--- config.mk ---
export PLATFORM = sky130hd
export DESIGN_NAME = async_char_rx
export DESIGN_NICKNAME = d
export VERILOG_FILES = /design/src/rtl/arx_pkg.sv /design/src/rtl/arx_sync.sv /design/src/rtl/arx_framer.sv /design/src/rtl/arx_fifo.sv /design/src/rtl/arx_brk.sv /design/src/rtl/async_char_rx.sv
export SDC_FILE = /design/constraint.sdc
export NUM_CORES = 1
export LEC_CHECK = 0
export BUFFER_PORTS_ARGS = -buffer_cell sky130_fd_sc_hd__buf_2
export CORE_MARGIN = 5
export CORE_UTILIZATION = 56
export CTS_BUF_LIST = sky130_fd_sc_hd__clkbuf_4 sky130_fd_sc_hd__clkbuf_8 sky130_fd_sc_hd__clkbuf_16
export DETAILED_ROUTE_END_ITERATION = 10
export GPL_ROUTABILITY_DRIVEN = 0
export PLACE_DENSITY = 0.76
export RECOVER_POWER = 100
export SYNTH_ARGS = -nofsm -noshare
export SYNTH_HDL_FRONTEND = slang
export SYNTH_SLANG_ARGS = --single-unit
export TNS_END_PERCENT = 5
--- constraint.sdc ---
create_clock -name clk -period 2.6 [get_ports clk]
set_clock_uncertainty 0.05 [all_clocks]
set_input_delay 0.52 -clock clk [delete_from_list [all_inputs] [get_ports clk]]
set_output_delay 0.52 -clock clk [all_outputs]
set_load 0.1 [all_outputs]
--- src/rtl/arx_pkg.sv ---
// Package: shared types for the serial character receiver.
// Assumes: characters are at most 8 bits wide.
package arx_pkg;
    typedef enum logic [2:0] {
        S_IDLE, S_START, S_DATA, S_PAR, S_STOP1, S_STOP2
    } arx_state_t;

    typedef struct packed {
        logic       perr;
        logic       ferr;
        logic [7:0] data;
    } arx_char_t;

    localparam int CHAR_W = $bits(arx_char_t);
endpackage

--- src/rtl/arx_sync.sv ---
// Module: multi-stage synchronizer for the asynchronous serial line.
// Assumes: the idle level of the line is high, so every stage resets to 1.
module arx_sync #(
    parameter int STAGES = 2
) (
    input  logic clk,
    input  logic rst_n,
    input  logic din,
    output logic dout
);
    logic [STAGES-1:0] chain;

    // Shift the line level through the stages.
    always_ff @(posedge clk) begin
        if (!rst_n) chain <= '1;
        else        chain <= {chain[STAGES-2:0], din};
    end

    assign dout = chain[STAGES-1];
endmodule

--- src/rtl/arx_framer.sv ---
// Module: character framer. It confirms the start bit at mid-bit, samples the
// data, parity and first stop bit at their centres, and skips the second stop bit.
// Assumes: rx is already synchronized and the configuration is steady during a frame.
module arx_framer
    import arx_pkg::*;
#(
    parameter int OS = 16
) (
    input  logic      clk,
    input  logic      rst_n,
    input  logic      tick,
    input  logic      rx,
    input  logic      cfg_eight,
    input  logic      cfg_two_stop,
    input  logic      cfg_par_en,
    input  logic      cfg_par_odd,
    output logic      push,
    output arx_char_t push_char
);
    localparam int HALF = OS / 2;
    localparam int CW   = $clog2(OS + HALF);
    localparam logic [CW-1:0] C_MID  = CW'(HALF - 1);
    localparam logic [CW-1:0] C_BIT  = CW'(OS - 1);
    localparam logic [CW-1:0] C_TAIL = CW'(OS + HALF - 1);

    arx_state_t    state;
    logic [CW-1:0] cnt;
    logic [2:0]    bitn;
    logic [7:0]    shreg;
    logic          par_bit;
    logic [7:0]    data_w;
    logic          perr_w;

    // Align the data: in 7-bit mode only the upper seven shifted bits are valid.
    assign data_w = cfg_eight ? shreg : {1'b0, shreg[7:1]};
    assign perr_w = cfg_par_en & (^data_w ^ par_bit ^ cfg_par_odd);

    // Step through the frame once per oversampling tick.
    always_ff @(posedge clk) begin
        if (!rst_n) begin
            state     <= S_IDLE;
            cnt       <= '0;
            bitn      <= '0;
            shreg     <= '0;
            par_bit   <= 1'b0;
            push      <= 1'b0;
            push_char <= '0;
        end else begin
            push <= 1'b0;
            if (tick) begin
                cnt <= cnt + 1'b1;
                case (state)
                    S_IDLE: begin
                        cnt <= '0;
                        if (!rx) state <= S_START;
                    end
                    S_START: if (cnt == C_MID) begin
                        cnt   <= '0;
                        bitn  <= '0;
                        state <= rx ? S_IDLE : S_DATA;
                    end
                    S_DATA: if (cnt == C_BIT) begin
                        cnt   <= '0;
                        shreg <= {rx, shreg[7:1]};
                        bitn  <= bitn + 1'b1;
                        if (bitn == (cfg_eight ? 3'd7 : 3'd6))
                            state <= cfg_par_en ? S_PAR : S_STOP1;
                    end
                    S_PAR: if (cnt == C_BIT) begin
                        cnt     <= '0;
                        par_bit <= rx;
                        state   <= S_STOP1;
                    end
                    S_STOP1: if (cnt == C_BIT) begin
                        cnt       <= '0;
                        push      <= 1'b1;
                        push_char <= '{perr: perr_w, ferr: !rx, data: data_w};
                        state     <= cfg_two_stop ? S_STOP2 : S_IDLE;
                    end
                    S_STOP2: if (cnt == C_TAIL) begin
                        cnt   <= '0;
                        state <= S_IDLE;
                    end
                    default: state <= S_IDLE;
                endcase
            end
        end
    end
endmodule

--- src/rtl/arx_fifo.sv ---
// Module: receive queue with a fill count. The head entry is read combinationally.
// Assumes: the caller never pushes while full and never pops while empty.
module arx_fifo #(
    parameter int W     = 10,
    parameter int DEPTH = 16
) (
    input  logic                       clk,
    input  logic                       rst_n,
    input  logic                       push,
    input  logic [W-1:0]               wdata,
    input  logic                       pop,
    output logic [W-1:0]               rdata,
    output logic [$clog2(DEPTH+1)-1:0] fill
);
    localparam int AW = $clog2(DEPTH);
    localparam logic [AW-1:0] A_LAST = AW'(DEPTH - 1);

    logic [W-1:0]  mem [DEPTH];
    logic [AW-1:0] wr_ptr, rd_ptr;

    // Store the pushed entry.
    always_ff @(posedge clk) begin
        if (push) mem[wr_ptr] <= wdata;
    end

    // Advance the pointers and keep the fill count.
    always_ff @(posedge clk) begin
        if (!rst_n) begin
            wr_ptr <= '0;
            rd_ptr <= '0;
            fill   <= '0;
        end else begin
            if (push) wr_ptr <= (wr_ptr == A_LAST) ? '0 : wr_ptr + 1'b1;
            if (pop)  rd_ptr <= (rd_ptr == A_LAST) ? '0 : rd_ptr + 1'b1;
            fill <= fill + {{($bits(fill)-1){1'b0}}, push}
                         - {{($bits(fill)-1){1'b0}}, pop};
        end
    end

    assign rdata = mem[rd_ptr];
endmodule

--- src/rtl/arx_brk.sv ---
// Module: break detector. It arms on a framing error and counts oversampling
// ticks of continuous low line until one frame time has passed.
// Assumes: frame_ticks is at least 1 and stays steady while armed.
module arx_brk #(
    parameter int BW = 8
) (
    input  logic          clk,
    input  logic          rst_n,
    input  logic          tick,
    input  logic          rx,
    input  logic          ferr_evt,
    input  logic [BW-1:0] frame_ticks,
    output logic          brk_evt
);
    logic          armed;
    logic [BW-1:0] cnt;

    // Count low ticks while armed; a high sample disarms and restarts the count.
    always_ff @(posedge clk) begin
        if (!rst_n) begin
            armed   <= 1'b0;
            cnt     <= '0;
            brk_evt <= 1'b0;
        end else begin
            brk_evt <= 1'b0;
            if (tick) begin
                if (rx) begin
                    armed <= 1'b0;
                    cnt   <= '0;
                end else if (armed) begin
                    if (cnt == frame_ticks - 1'b1) begin
                        brk_evt <= 1'b1;
                        armed   <= 1'b0;
                        cnt     <= '0;
                    end else begin
                        cnt <= cnt + 1'b1;
                    end
                end
            end
            if (ferr_evt) armed <= 1'b1;
        end
    end
endmodule

--- src/rtl/async_char_rx.sv ---
// Module: top of the serial character receiver. It ties together the synchronizer,
// framer, queue and break detector, and holds the sticky status bits.
// Assumes: os_tick pulses OS times per bit period and lasts one cycle each time.
module async_char_rx
    import arx_pkg::*;
#(
    parameter int OS     = 16,
    parameter int DEPTH  = 16,
    parameter int STAGES = 2
) (
    input  logic       clk,
    input  logic       rst_n,
    input  logic       os_tick,
    input  logic       rxd,
    input  logic       cfg_eight,
    input  logic       cfg_two_stop,
    input  logic       cfg_par_en,
    input  logic       cfg_par_odd,
    input  logic       pop_ready,
    output logic       pop_valid,
    output logic [7:0] pop_data,
    output logic       pop_perr,
    output logic       pop_ferr,
    input  logic       st_clr,
    output logic       st_perr,
    output logic       st_ferr,
    output logic       st_ovr,
    output logic       st_brk,
    output logic       line_level
);
    localparam int FW = $clog2(DEPTH + 1);
    localparam int BW = $clog2(OS * 13 + 1);

    logic          rx_s;
    logic          push;
    arx_char_t     push_char;
    arx_char_t     head;
    logic [FW-1:0] fill;
    logic          full;
    logic          pop;
    logic          brk_evt;
    logic [3:0]    frame_bits;
    logic [BW-1:0] frame_ticks;

    arx_sync #(.STAGES(STAGES)) sync_i (
        .clk(clk), .rst_n(rst_n), .din(rxd), .dout(rx_s)
    );

    arx_framer #(.OS(OS)) framer_i (
        .clk(clk), .rst_n(rst_n), .tick(os_tick), .rx(rx_s),
        .cfg_eight(cfg_eight), .cfg_two_stop(cfg_two_stop),
        .cfg_par_en(cfg_par_en), .cfg_par_odd(cfg_par_odd),
        .push(push), .push_char(push_char)
    );

    assign full = (fill == FW'(DEPTH));
    assign pop  = pop_valid & pop_ready;

    arx_fifo #(.W(CHAR_W), .DEPTH(DEPTH)) fifo_i (
        .clk(clk), .rst_n(rst_n), .push(push & !full), .wdata(push_char),
        .pop(pop), .rdata(head), .fill(fill)
    );

    // Frame length in ticks for the current format, used as the break window.
    assign frame_bits  = 4'd1 + (cfg_eight ? 4'd8 : 4'd7) + {3'b000, cfg_par_en}
                       + (cfg_two_stop ? 4'd2 : 4'd1);
    assign frame_ticks = BW'(frame_bits) * BW'(OS);

    arx_brk #(.BW(BW)) brk_i (
        .clk(clk), .rst_n(rst_n), .tick(os_tick), .rx(rx_s),
        .ferr_evt(push & push_char.ferr), .frame_ticks(frame_ticks),
        .brk_evt(brk_evt)
    );

    // Sticky status: an event sets its bit, the clear input resets all four.
    always_ff @(posedge clk) begin
        if (!rst_n) begin
            st_perr <= 1'b0;
            st_ferr <= 1'b0;
            st_ovr  <= 1'b0;
            st_brk  <= 1'b0;
        end else begin
            st_perr <= (st_perr & !st_clr) | (push & push_char.perr);
            st_ferr <= (st_ferr & !st_clr) | (push & push_char.ferr);
            st_ovr  <= (st_ovr  & !st_clr) | (push & full);
            st_brk  <= (st_brk  & !st_clr) | brk_evt;
        end
    end

    assign pop_valid  = (fill != '0);
    assign pop_data   = head.data;
    assign pop_perr   = head.perr;
    assign pop_ferr   = head.ferr;
    assign line_level = rx_s;
endmodule

Word-level counts from Yosys, hierarchy flattened:

Memories as Yosys holds them, arrays and structs flattened. A register that Yosys moved wholly into a read port is not among the register bits.
Index checks and enable logic that the tools add are counted.

* register bits: 60
* latch bits: 0
* bits in writable memories: 160
* bits in read-only memories: 0
* bits of input ports: 10
* memories: 1

* add/subtract/negate cells: 11
* $mul: 0
* div/mod/pow operators: 0
* $lt $le $gt $ge: 0
* equality and inequality tests: 20
* shift operators: 0
* multiplexer cells: 38
* bitwise gates (word level): 19
* reduce and logical (&&, ||, !) cells: 18

Memories
* fifo_i.mem: words 16, width 10, read ports 1, clocked after Yosys merged registers in 1, wr ports 1, line arx_fifo.sv:18 `logic [W-1:0] mem [DEPTH];`

Operators by type and width (count)
* $mux 3: 11
* $mux 8: 4
* $mux 4: 5
* $pmux 5 s4: 1
* $pmux 3 s6: 1
* $mux 5: 3
* $ne 2x1->1 const B: 6
* $reduce_and 3->1: 4
* $and 1x1->1: 10
* $eq 5x5->1 const B: 2
* $mux 1: 10
* $add 4x1->4 const B: 2
* $add 8x1->8 const B: 1
* $eq 4x4->1 const B: 2
* $eq 8x8->1: 1
* $reduce_and 8->1: 1
* $reduce_xor 8->1: 1
* $sub 8x1->8 const B: 1
* $eq 3x2->1 const B: 2
* $eq 3x3->1 const B: 2
* $pmux 3 s2: 1
* $reduce_bool 2->1: 3
* $add 5x1->5: 1
* $add 5x1->5 const B: 1
* other kinds (21): 30

Longest topological paths before layout:

Gate-level depths: netlist of the first run.

* word-level depth: 11
* mapped depth: 14
* depth with buffers taken out: 13

Modules after synthesis:

From an unflattened synthesis of the first run, not the netlist that was laid out.

* cells, all modules: 663
* area total of the unflattened synthesis: 9783.1 um2

By module, submodules not included
* arx_fifo: times used 1, cells each 349, area each 6946.7 um2, seq. area each 5144.9 um2
* arx_framer: times used 1, cells each 184, area each 1676.6 um2, seq. area each 620.6 um2
* arx_brk: times used 1, cells each 89, area each 775.7 um2, seq. area each 200.2 um2
* async_char_rx: times used 1, cells each 37, area each 331.6 um2, seq. area each 80.1 um2
* arx_sync: times used 1, cells each 4, area each 52.6 um2, seq. area each 40.0 um2

Least setup slack after synthesis of the first run:

OpenSTA, ideal clock, no wires.

* kind: register to register
* start point: reg fifo_i.fill[3]
* end point: reg fifo_i.fill[4]
* setup time: 0.070 ns
* arrival time: 3.368 ns
* data required time: 2.480 ns
* setup slack: -0.889 ns
* stages on the path, launching flop included: 14
* buffers on the path: 0
* cell sequence: dfxtp_1 -> inv_1 -> ha_1 -> or4b_1 -> nand2_1 -> inv_2 -> ha_1 -> inv_1 -> ha_1 -> fa_1 -> a21oi_1 -> nor2_1 -> or3_1 -> a21oi_1

RTL lines
* from (decl): line arx_fifo.sv:13 `output logic [$clog2(DEPTH+1)-1:0] fill`
* from (signal assigned): line arx_fifo.sv:35 `fill <= fill + {{($bits(fill)-1){1'b0}}, push}`
* $reduce_bool 5->1: line async_char_rx.sv:90 `assign pop_valid = (fill != '0);`
* named net pop_valid: line async_char_rx.sv:20 `output logic pop_valid,`
* $and 1x1->1: line async_char_rx.sv:57 `assign pop = pop_valid & pop_ready;`
* $sub 5x1->5: line arx_fifo.sv:36 `- {{($bits(fill)-1){1'b0}}, pop};`

The timed path passes the listed nets, and every way through them passes these cells.
A chain may end at the register's enable or synchronous reset.

==> flow_summary.toml, run 1 <==
[critical_path]
crit_arrival_ns = 2.49
end_kind = "output pin"
cp_data_required_time_ns = 2.03
critPathKind = "register to output pin"
crit_slowest_cell = "mux4_1"
crit_path_cell_trace = "buf_12, buf_12, mux4_1, mux4_2, buf_8"
cpMostUsedCell = "buf_12"
rrSetupSlack_ns = -0.23
start_kind = "register"
path_delay_family = "multiplexers"
cp_slowest_stage_delay_ns = 0.56
cp_max_fo = 9
cp_num_buf_inv = 3

[grt]
use_met3 = 0.03087
grt_start_max_net_pins = 49
use_met1 = 0.2559
grt_util_met2 = 0.3545
antenna_found_initial = 0
grtUsageTotal = 0.1977
grt_overflow = 0
grt_pass1_vias = 5392
busiest_layer = "met2"
grt_pass1_wl_um = 30000

[logic_synthesis]
syn_nets = 640
yosysMostFrequentCell = "edfxtp_1"
synthTopCellsByCount = "160 x edfxtp_1, 64 x dfxtp_1, 56 x nor2_1"
netlist_area_um2 = 9360
yosysSeqAreaShare = 0.6502
synth.area.top_cells = "edfxtp_1 51%, dfxtp_1 14%, mux4_1 8.7%"
ys_ff_latch = 224
ys_types = 56
postSynthCellCount = 612
ys.warnings.count = 0
synth_top_area_cell = "edfxtp_1"
avgSynthCellArea_um2 = 15.29
synth-main-ff-cell = "edfxtp_1"
async_reset_ff_frac = 0
synth_top_area_frac = 0.5133
synth-edff-count = 160

[sta]
worst_slack_ns = -0.4605
fin_crit_sh = 1.177
finalSetupViolations = 18
final_hold_viol_count = 0
relSlewSlack = 0.2169
timing.hold.ws_ns = 0.1539
rsz0062_at_grt = "yes"
worst_pin_slew_ns = 1.180
slew_violations = 0
fmax_mhz = 326.7
post-route-min-period_ns = 3.061

[min_path]
hp-class = "input port to register"

[cells_and_area]
design_area_um2 = 10760
area_delta_synth_final_pct = 14.98
fin_nets = 699
diodes = 0
final_core_util = 0.6536
drive_above_1_share = 0.1936
fill_cells = 1181

[floorplanning]
placementRows = 47
die_area_um2 = 19400
ios = 26
coreArea_um2 = 16470
initial_core_util = 0.5685
fp.dieW_um = 139.3
die_y_um = 139.3

[routing]
routed_wl_um = 19410
via_per_inst = 5.927
ant_nets = 0
detail_route.iter0.violations = 432
first_pass_iters = 5
detail_route.wl_per_cell_um = 21.40
drc_errors = 0
via_count = 5376

[clocking]
cts_tree = "built"
h-tree-depth = 1
postCtsHoldBufs = 0
clk_latency_ns = 0.49
cts.clk_slew.worst_paths_ns = 0.06
cts.sinks = 224
clockBufferDepth = 3
cts_buffers = 23
cts-root-buf = "clkbuf_16"

[flow_run]
max-cap-violations = 0

[run_status]
failed_checks = "setup timing"
outcome = "complete, but fails checks"

[place]
buffer_ports.inserted = 25
place_hpwl_um = 12020
dpl_cell_area_um2 = 9926

[power_and_ir_drop]
powerDensity_nw_per_um2 = 825.4
p_leak_uw = 0.003806
worst_ir_drop_vdd_uv = 782.0
flip-flops by register name, indices dropped and copies added (netlist names), named ones only:
signal	flops
fifo_i.fill	5
framer_i.par_bit	1
brk_i.cnt	8
st_perr	1
st_brk	1
st_ovr	1
framer_i.state	3
fifo_i.rd_ptr	4
st_ferr	1
framer_i.cnt	5
fifo_i.mem	160
fifo_i.wr_ptr	4
brk_i.armed	1
framer_i.bitn	3
framer_i.push	1
brk_i.brk_evt	1
framer_i.shreg	8
sync_i.chain	2
framer_i.push_char	10
what timing repair did:
action / in CTS / in global routing
endpoints found under the setup margin: 11 / 36
gates cloned: 1 / 0
setup buffers: 5 / 0
pin swaps: 0 / 0
gates resized for setup: 35 / 15
layout make-up:
cell class	instances	area (µm²)	share of cell area
inverter	19	73.82	0.006859
multi-input combinational	339	3020	0.2806
sequential	224	6091	0.5659
clock inverter	14	117.6	0.01093
tap	220	275.3	0.02558
clock buffer	27	605.6	0.05627
timing repair buffer	64	579.3	0.05382
kinds of logic (layout without fill, tap and decap cells):
group / Yosys count / in the layout / synth area share
adder cells (fa/ha/maj): 18 / 18 / 0.02566
multiplexers: 58 / 58 / 0.1413
XOR/XNOR: 21 / 21 / 0.02112
AND/OR/NAND/NOR: 154 / 154 / 0.07766
flip-flops: 224 / 224 / 0.6502
AO/OA/AOI/OAI: 88 / 88 / 0.05815
buffers and inverters: 49 / 124 / 0.02593
placed cells by master, fill, tap and decap left out, drive strengths merged, types with 2 or more instances in the layout:
master and count:
nand2b 11, edfxtp 160, nand3b 2, or3 2, xnor2 15, inv 19, a211oi 8, mux4 50
dfxtp 64, clkinv 9, nor2 57, ha 16, o21ai 22, clkinvlp 3, xor2 5, nand2 36
bufinv 2, a2bb2oi 2, and3 3, fa 2, clkbuf 53, nand4 2, nor3b 2, o221a 2
nor3 12, a311oi 3, a22oi 5, buf 38, a31oi 2, nand4b 2, and2 4, nand3 12
mux2i 8, or2 3, a21oi 35
per-layer routing:
metal  up-vias  part of all wire
met5         -                 0
met4         0             0.015
met3        24             0.051
met2       165              0.53
met1      2705              0.41
li1       2482                 -
worst paths after layout:
kind / from / to / cells past startpoint
worst max-delay path: register / pop_data[4] / 5
worst min-delay path: rxd / sync_i.chain[0] / 2
worst max register to register: fifo_i.fill[2] / fifo_i.fill[4] / 13
worst min register to register: sync_i.chain[0] / sync_i.chain[1] / 1
per-stage QoR:
stage	cells	TNS, ns	setup WS (ns)	total power [µW]
floorplan	612	-0.2726	-0.2726	5355
global placement	860	-0.02696	-0.02696	5603
detailed placement	860	-0.09678	-0.09678	5670
CTS	907	-4.044	-0.4227	8988
global route	907	-7.572	-0.4946	9267
finish	907	-4.229	-0.4605	8884
report_power, final:
part           internal (µW)  leakage (µW)  switching [µW]
registers               3870       0.00217             142
clock network           1860      0.000352            1290
logic                    775       0.00129             954
Power figures use the tool's default switching activity.
==> run 2: changes to the inputs <==
Settings changed: PLACE_DENSITY 0.76 to 0.83.
==> run 2 against run 1 <==
- the flow still finishes with violations (setup timing)
- first-iteration DRC count rose by 36%
- flip-flop and latch count did not move
- largest power group unchanged
- hold slack got worse by 0.0051 ns
- combinational power barely moved
- wire length rose by 6.8%
- global-route usage rose by 1.7 points
- power rose by 1.8%
- design area fell by 0.53%
- final cell count fell by 1.2%
- largest cell class unchanged
- critical path type unchanged
- register-to-register slack barely moved
- core utilization fell by 0.35 points
==> flow_summary.toml, run 2 (synthesis results as in run 1) <==
[run_status]
outcome = "complete, but fails checks"
failed_checks = "setup timing"

[clocking]
postCtsHoldBufs = 0
clk_latency_ns = 0.50
cts.sinks = 224
cts_buffers = 23
cts_tree = "built"
cts.clk_slew.worst_paths_ns = 0.06
clockBufferDepth = 3
h-tree-depth = 1
cts-root-buf = "clkbuf_16"

[critical_path]
cp_max_fo = 13
critPathKind = "register to output pin"
path_delay_family = "multiplexers"
start_kind = "register"
cp_num_buf_inv = 2
cp_slowest_stage_delay_ns = 0.61
r2r_end = "fifo_i.fill[4]"
crit_path_cell_trace = "buf_12, mux4_1, mux4_2, buf_6"
rrSetupSlack_ns = -0.23
cp_data_required_time_ns = 2.03
crit_slowest_cell = "mux4_1"
crit_arrival_ns = 2.42
crit_end = "pop_data[0]"
cp.depth = 4
end_kind = "output pin"
rr_worst_depth = 13
timing.rr.start = "fifo_i.fill[3]"

[cells_and_area]
top_register = "fifo_i.mem"
drive_above_1_share = 0.2071
largest_register_ff_count = 160
stdcell_count = 896
diodes = 0
final_core_util = 0.6502
fin_nets = 687
area_delta_synth_final_pct = 14.37
layout_commonest_cell = "edfxtp_1"
reg_top3 = "fifo_i.mem: 160 flops, framer_i.push_char: 10 flops"
final_cell_mix = "160 x edfxtp_1, 62 x dfxtp_1, 47 x nor2_1, 36 x nand2_1, 35 x mux4_2"

[sta]
tns_ns = -8.199
relSlewSlack = 0.2131
worst_pin_slew_ns = 1.185
finalSetupViolations = 68
slew_violations = 0
final_hold_viol_count = 0
rsz0062_at_grt = "yes"
timing.hold.ws_ns = 0.1488
fin_crit_sh = 1.149
fmax_mhz = 334.6
post-route-min-period_ns = 2.988
worst_slack_ns = -0.3883

[floorplanning]
placementRows = 47
die_area_um2 = 19400
initial_core_util = 0.5685
die_y_um = 139.3
ios = 26
coreArea_um2 = 16470
fp.dieW_um = 139.3

[grt]
grt_start_max_net_pins = 41
grt_overflow = 0
grt_pass1_wl_um = 32060
grt_pass1_vias = 5572
grtUsageTotal = 0.2143
antenna_found_initial = 1

[routing]
routed_wl_um = 20730
drc_errors = 0
via_count = 5469
detail_route.wl_per_cell_um = 23.14
detail_route.iter0.violations = 586
first_pass_iters = 5
via_per_inst = 6.104
ant_nets = 0

[place]
buffer_ports.inserted = 25
place_hpwl_um = 12350
placed_cells = 851

[power_and_ir_drop]
powerDensity_nw_per_um2 = 845.0
finalPower_uw = 9046
worst_ir_drop_vdd_uv = 475.0
p_leak_uw = 0.003776

[flow_run]
max-cap-violations = 0

[min_path]
hp-class = "input port to register"
## run 2: cell types whose count changed in the layout (fill, tap and decap cells not counted), moves of 3 or more
cell,before,now
mux4_2,29,35
buf_6,4,7
clkinv_1,6,2
nor2_2,3,10
clkbuf_2,11,3
buf_12,11,6
nor2_1,54,47
mux4_1,21,15
clkbuf_16,23,26
## run 2: worst min path at each step
stage / start / end / slack (ns) / depth (start not counted)
final: rxd / sync_i.chain[0] / 0.15 / 2
after global routing: rxd / sync_i.chain[0] / 0.14 / 2
after CTS: rxd / sync_i.chain[0] / 0.13 / 2
after detailed placement: sync_i.chain[0] / sync_i.chain[1] / 0.35 / 1
after global placement: sync_i.chain[0] / sync_i.chain[1] / 0.34 / 1
after floorplan: sync_i.chain[0] / sync_i.chain[1] / 0.34 / 1
## run 2: area by class of cell
cell class / count / area (µm²)
clock buffer: 31 / 676.9
clock inverter: 11 / 95.09
fill: 1120 / 5761
inverter: 19 / 73.82
multi-input combinational: 339 / 3018
sequential: 224 / 6091
tap: 220 / 275.3
timing repair buffer: 52 / 475.5
## run 2: per-layer routing
layer / vias to the layer above / global-route usage / share of wire
li1: 2452 / - / -
met1: 2728 / 0.2695 / 0.37
met2: 243 / 0.3875 / 0.54
met3: 44 / 0.03328 / 0.069
met4: 2 / 0.06025 / 0.026
met5: - / 0 / 0.00063
## run 2: stage by stage
stage / instance area [µm²] / setup WS [ns]
floorplan: 9410 / -0.2726
global placement: 9858 / -0.01918
detailed placement: 9858 / -0.1487
CTS: 10720 / -0.4100
global route: 10710 / -0.4413
finish: 10710 / -0.3883
## run 2: what timing repair did
action / in CTS / in global routing
resized for setup: 41 / 14
gates cloned: 1 / 1
buffers inserted: 1 / 0
pin swaps: 0 / 0
setup endpoints to repair: 31 / 82
## run 2: worst reg2reg max path: stages, from the launching register on
cell and delay (ns):
dfxtp_1 0.32, clkinv_1 0.06, ha_1 0.15, or4b_1 0.46, nand2_1 0.14, inv_4 0.05
ha_4 0.25, inv_1 0.05, ha_4 0.16, fa_2 0.35, a21oi_2 0.13, nor2_1 0.07
or3_1 0.38, a21oi_1 0.13
## run 2: power breakdown
| part | switching [µW] | internal [µW] | leakage [µW] |
|---|---|---|---|
| registers | 154 | 3860 | 0.00217 |
| logic | 982 | 764 | 0.00122 |
| clock network | 1330 | 1950 | 0.000385 |
==> run 3: changes to the inputs <==
Settings changed: REMOVE_ABC_BUFFERS set to 1, SLEW_MARGIN set to 20.
==> run 3 against run 2 <==
- the run still ends with setup timing left
- global-route usage decreased by 1.2 points
- via count fell by 0.38%
- sequential share of layout area up 0.63 points
- design area fell by 1.1%
- largest cell class unchanged
- highest routed layer is now met4
==> flow_summary.toml, run 3 (synthesis results as in run 1) <==
[place]
place_hpwl_um = 12080
place_ws_ns = -0.3747
buffer_ports.inserted = 25

[clocking]
clockBufferDepth = 3
cts.sinks = 224
cts_tree = "built"
h-tree-depth = 1
cts-root-buf = "clkbuf_16"
clk_latency_ns = 0.48
cts_buffers = 22
postCtsHoldBufs = 0
cts.clk_slew.worst_paths_ns = 0.06

[sta]
final_hold_viol_count = 0
post-route-min-period_ns = 2.970
worst_slack_ns = -0.3699
rsz0062_at_grt = "yes"
slew_violations = 0
relSlewSlack = 0.1647
worst_pin_slew_ns = 1.253
fin_crit_sh = 1.142
finalSetupViolations = 42
timing.hold.ws_ns = 0.1680
fmax_mhz = 336.7

[critical_path]
crit_slowest_cell = "mux4_1"
cp_max_fo = 14
crit_arrival_ns = 2.40
start_kind = "register"
cp_slowest_stage_delay_ns = 0.59
critPathKind = "register to output pin"
end_kind = "output pin"
crit_path_cell_trace = "buf_12, mux4_1, mux4_2, buf_6"
path_delay_family = "multiplexers"
cp_data_required_time_ns = 2.03
cp_num_buf_inv = 2

[floorplanning]
coreArea_um2 = 16470
placementRows = 47
initial_core_util = 0.5685
die_area_um2 = 19400
ios = 26
fp.dieW_um = 139.3
die_y_um = 139.3

[power_and_ir_drop]
powerDensity_nw_per_um2 = 821.0
switching_share = 0.2690
worst_ir_drop_vdd_uv = 518.9
p_switching_uw = 2338
p_leak_uw = 0.003766
p_int_uw = 6353
combPwrFrac = 0.198
pwr-share-clk = 0.342
seq_power_share = 0.460

[routing]
first_pass_iters = 5
ant_nets = 0
detail_route.iter0.violations = 362
via_per_inst = 6.080
detail_route.wl_per_cell_um = 22.00
via_count = 5448
drc_errors = 0
routed_wl_um = 19710

[grt]
grt_pass1_wl_um = 30820
grt_overflow = 0
grtUsageTotal = 0.2020
grt_pass1_vias = 5505
antenna_found_initial = 0
grt_start_max_net_pins = 41

[cells_and_area]
fin_nets = 688
final_core_util = 0.6429
layout_commonest_cell = "edfxtp_1"
final_cell_mix = "160 x edfxtp_1, 63 x dfxtp_1, 49 x nor2_1, 35 x nand2_1, 33 x a21oi_1"
largest_register_ff_count = 160
area_delta_synth_final_pct = 13.10
drive_above_1_share = 0.1908
diodes = 0
top_register = "fifo_i.mem"
reg_top3 = "fifo_i.mem: 160 flops, framer_i.push_char: 10 flops"

[min_path]
hp-class = "input port to register"

[run_status]
outcome = "complete, but fails checks"
failed_checks = "setup timing"

[flow_run]
max-cap-violations = 0
## run 3: power groups by stage
stage               Combinational (µW)  Sequential [µW]  Clock, µW
finish                            1720             4000       2970
detailed placement                1600             4070          0
CTS                               1690             4000       3030
global route                      1850             4010       3180
floorplan                         1070             4130          0
global placement                  1500             4060          0
## run 3: layout make-up
class	count	area (µm²)
clock buffers	33	656.9
clock inverters	7	36.28
fillers	1131	5879
inverters	19	71.32
multi-input cells	339	3035
flip-flops and latches	224	6090
well taps	220	275.3
repair buffers	54	421.7
## run 3: through the flow
step,cells,TNS [ns],power [µW],cell area (µm²)
after floorplan,582,-10.44,5194,9189
after global placement,855,-0.2042,5558,9838
after detailed placement,855,-0.4834,5672,9848
after CTS,895,-3.697,8714,10600
after global routing,896,-16.64,9046,10590
final,896,-5.837,8692,10590
## run 3: worst reg2reg max path: cells and delay by family, from the launching register on
family / cells / cell delay (ns)
AO/OA/AOI/OAI: 2 / 0.26
adder cells (fa/ha/maj): 4 / 0.98
buffers and inverters: 3 / 0.19
AND/OR/NAND/NOR: 4 / 1.03
flip-flops: 1 / 0.31
## run 3: repair_timing
action                                  CTS  global route
gates resized for setup                  38             8
endpoints found under the setup margin   12            56
endpoints found under the hold margin     0             0
pin swaps                                 4             0
cloned                                    0             0
setup buffers                             0             1
## run 3: layer usage
metal,up-vias,part of all wire,global-route usage
met5,-,0,0
met4,0,0.027,0.06076
met3,40,0.057,0.03945
met2,201,0.54,0.3646
met1,2754,0.38,0.2469
li1,2453,-,-
## run 3: final timing paths
path / depth (start not counted) / to / startpoint / slack (ns)
max: 4 / pop_data[3] / register / -0.37
min: 2 / sync_i.chain[0] / rxd / 0.17
max reg2reg: 13 / fifo_i.fill[4] / fifo_i.fill[2] / -0.28
min reg2reg: 1 / sync_i.chain[1] / sync_i.chain[0] / 0.35
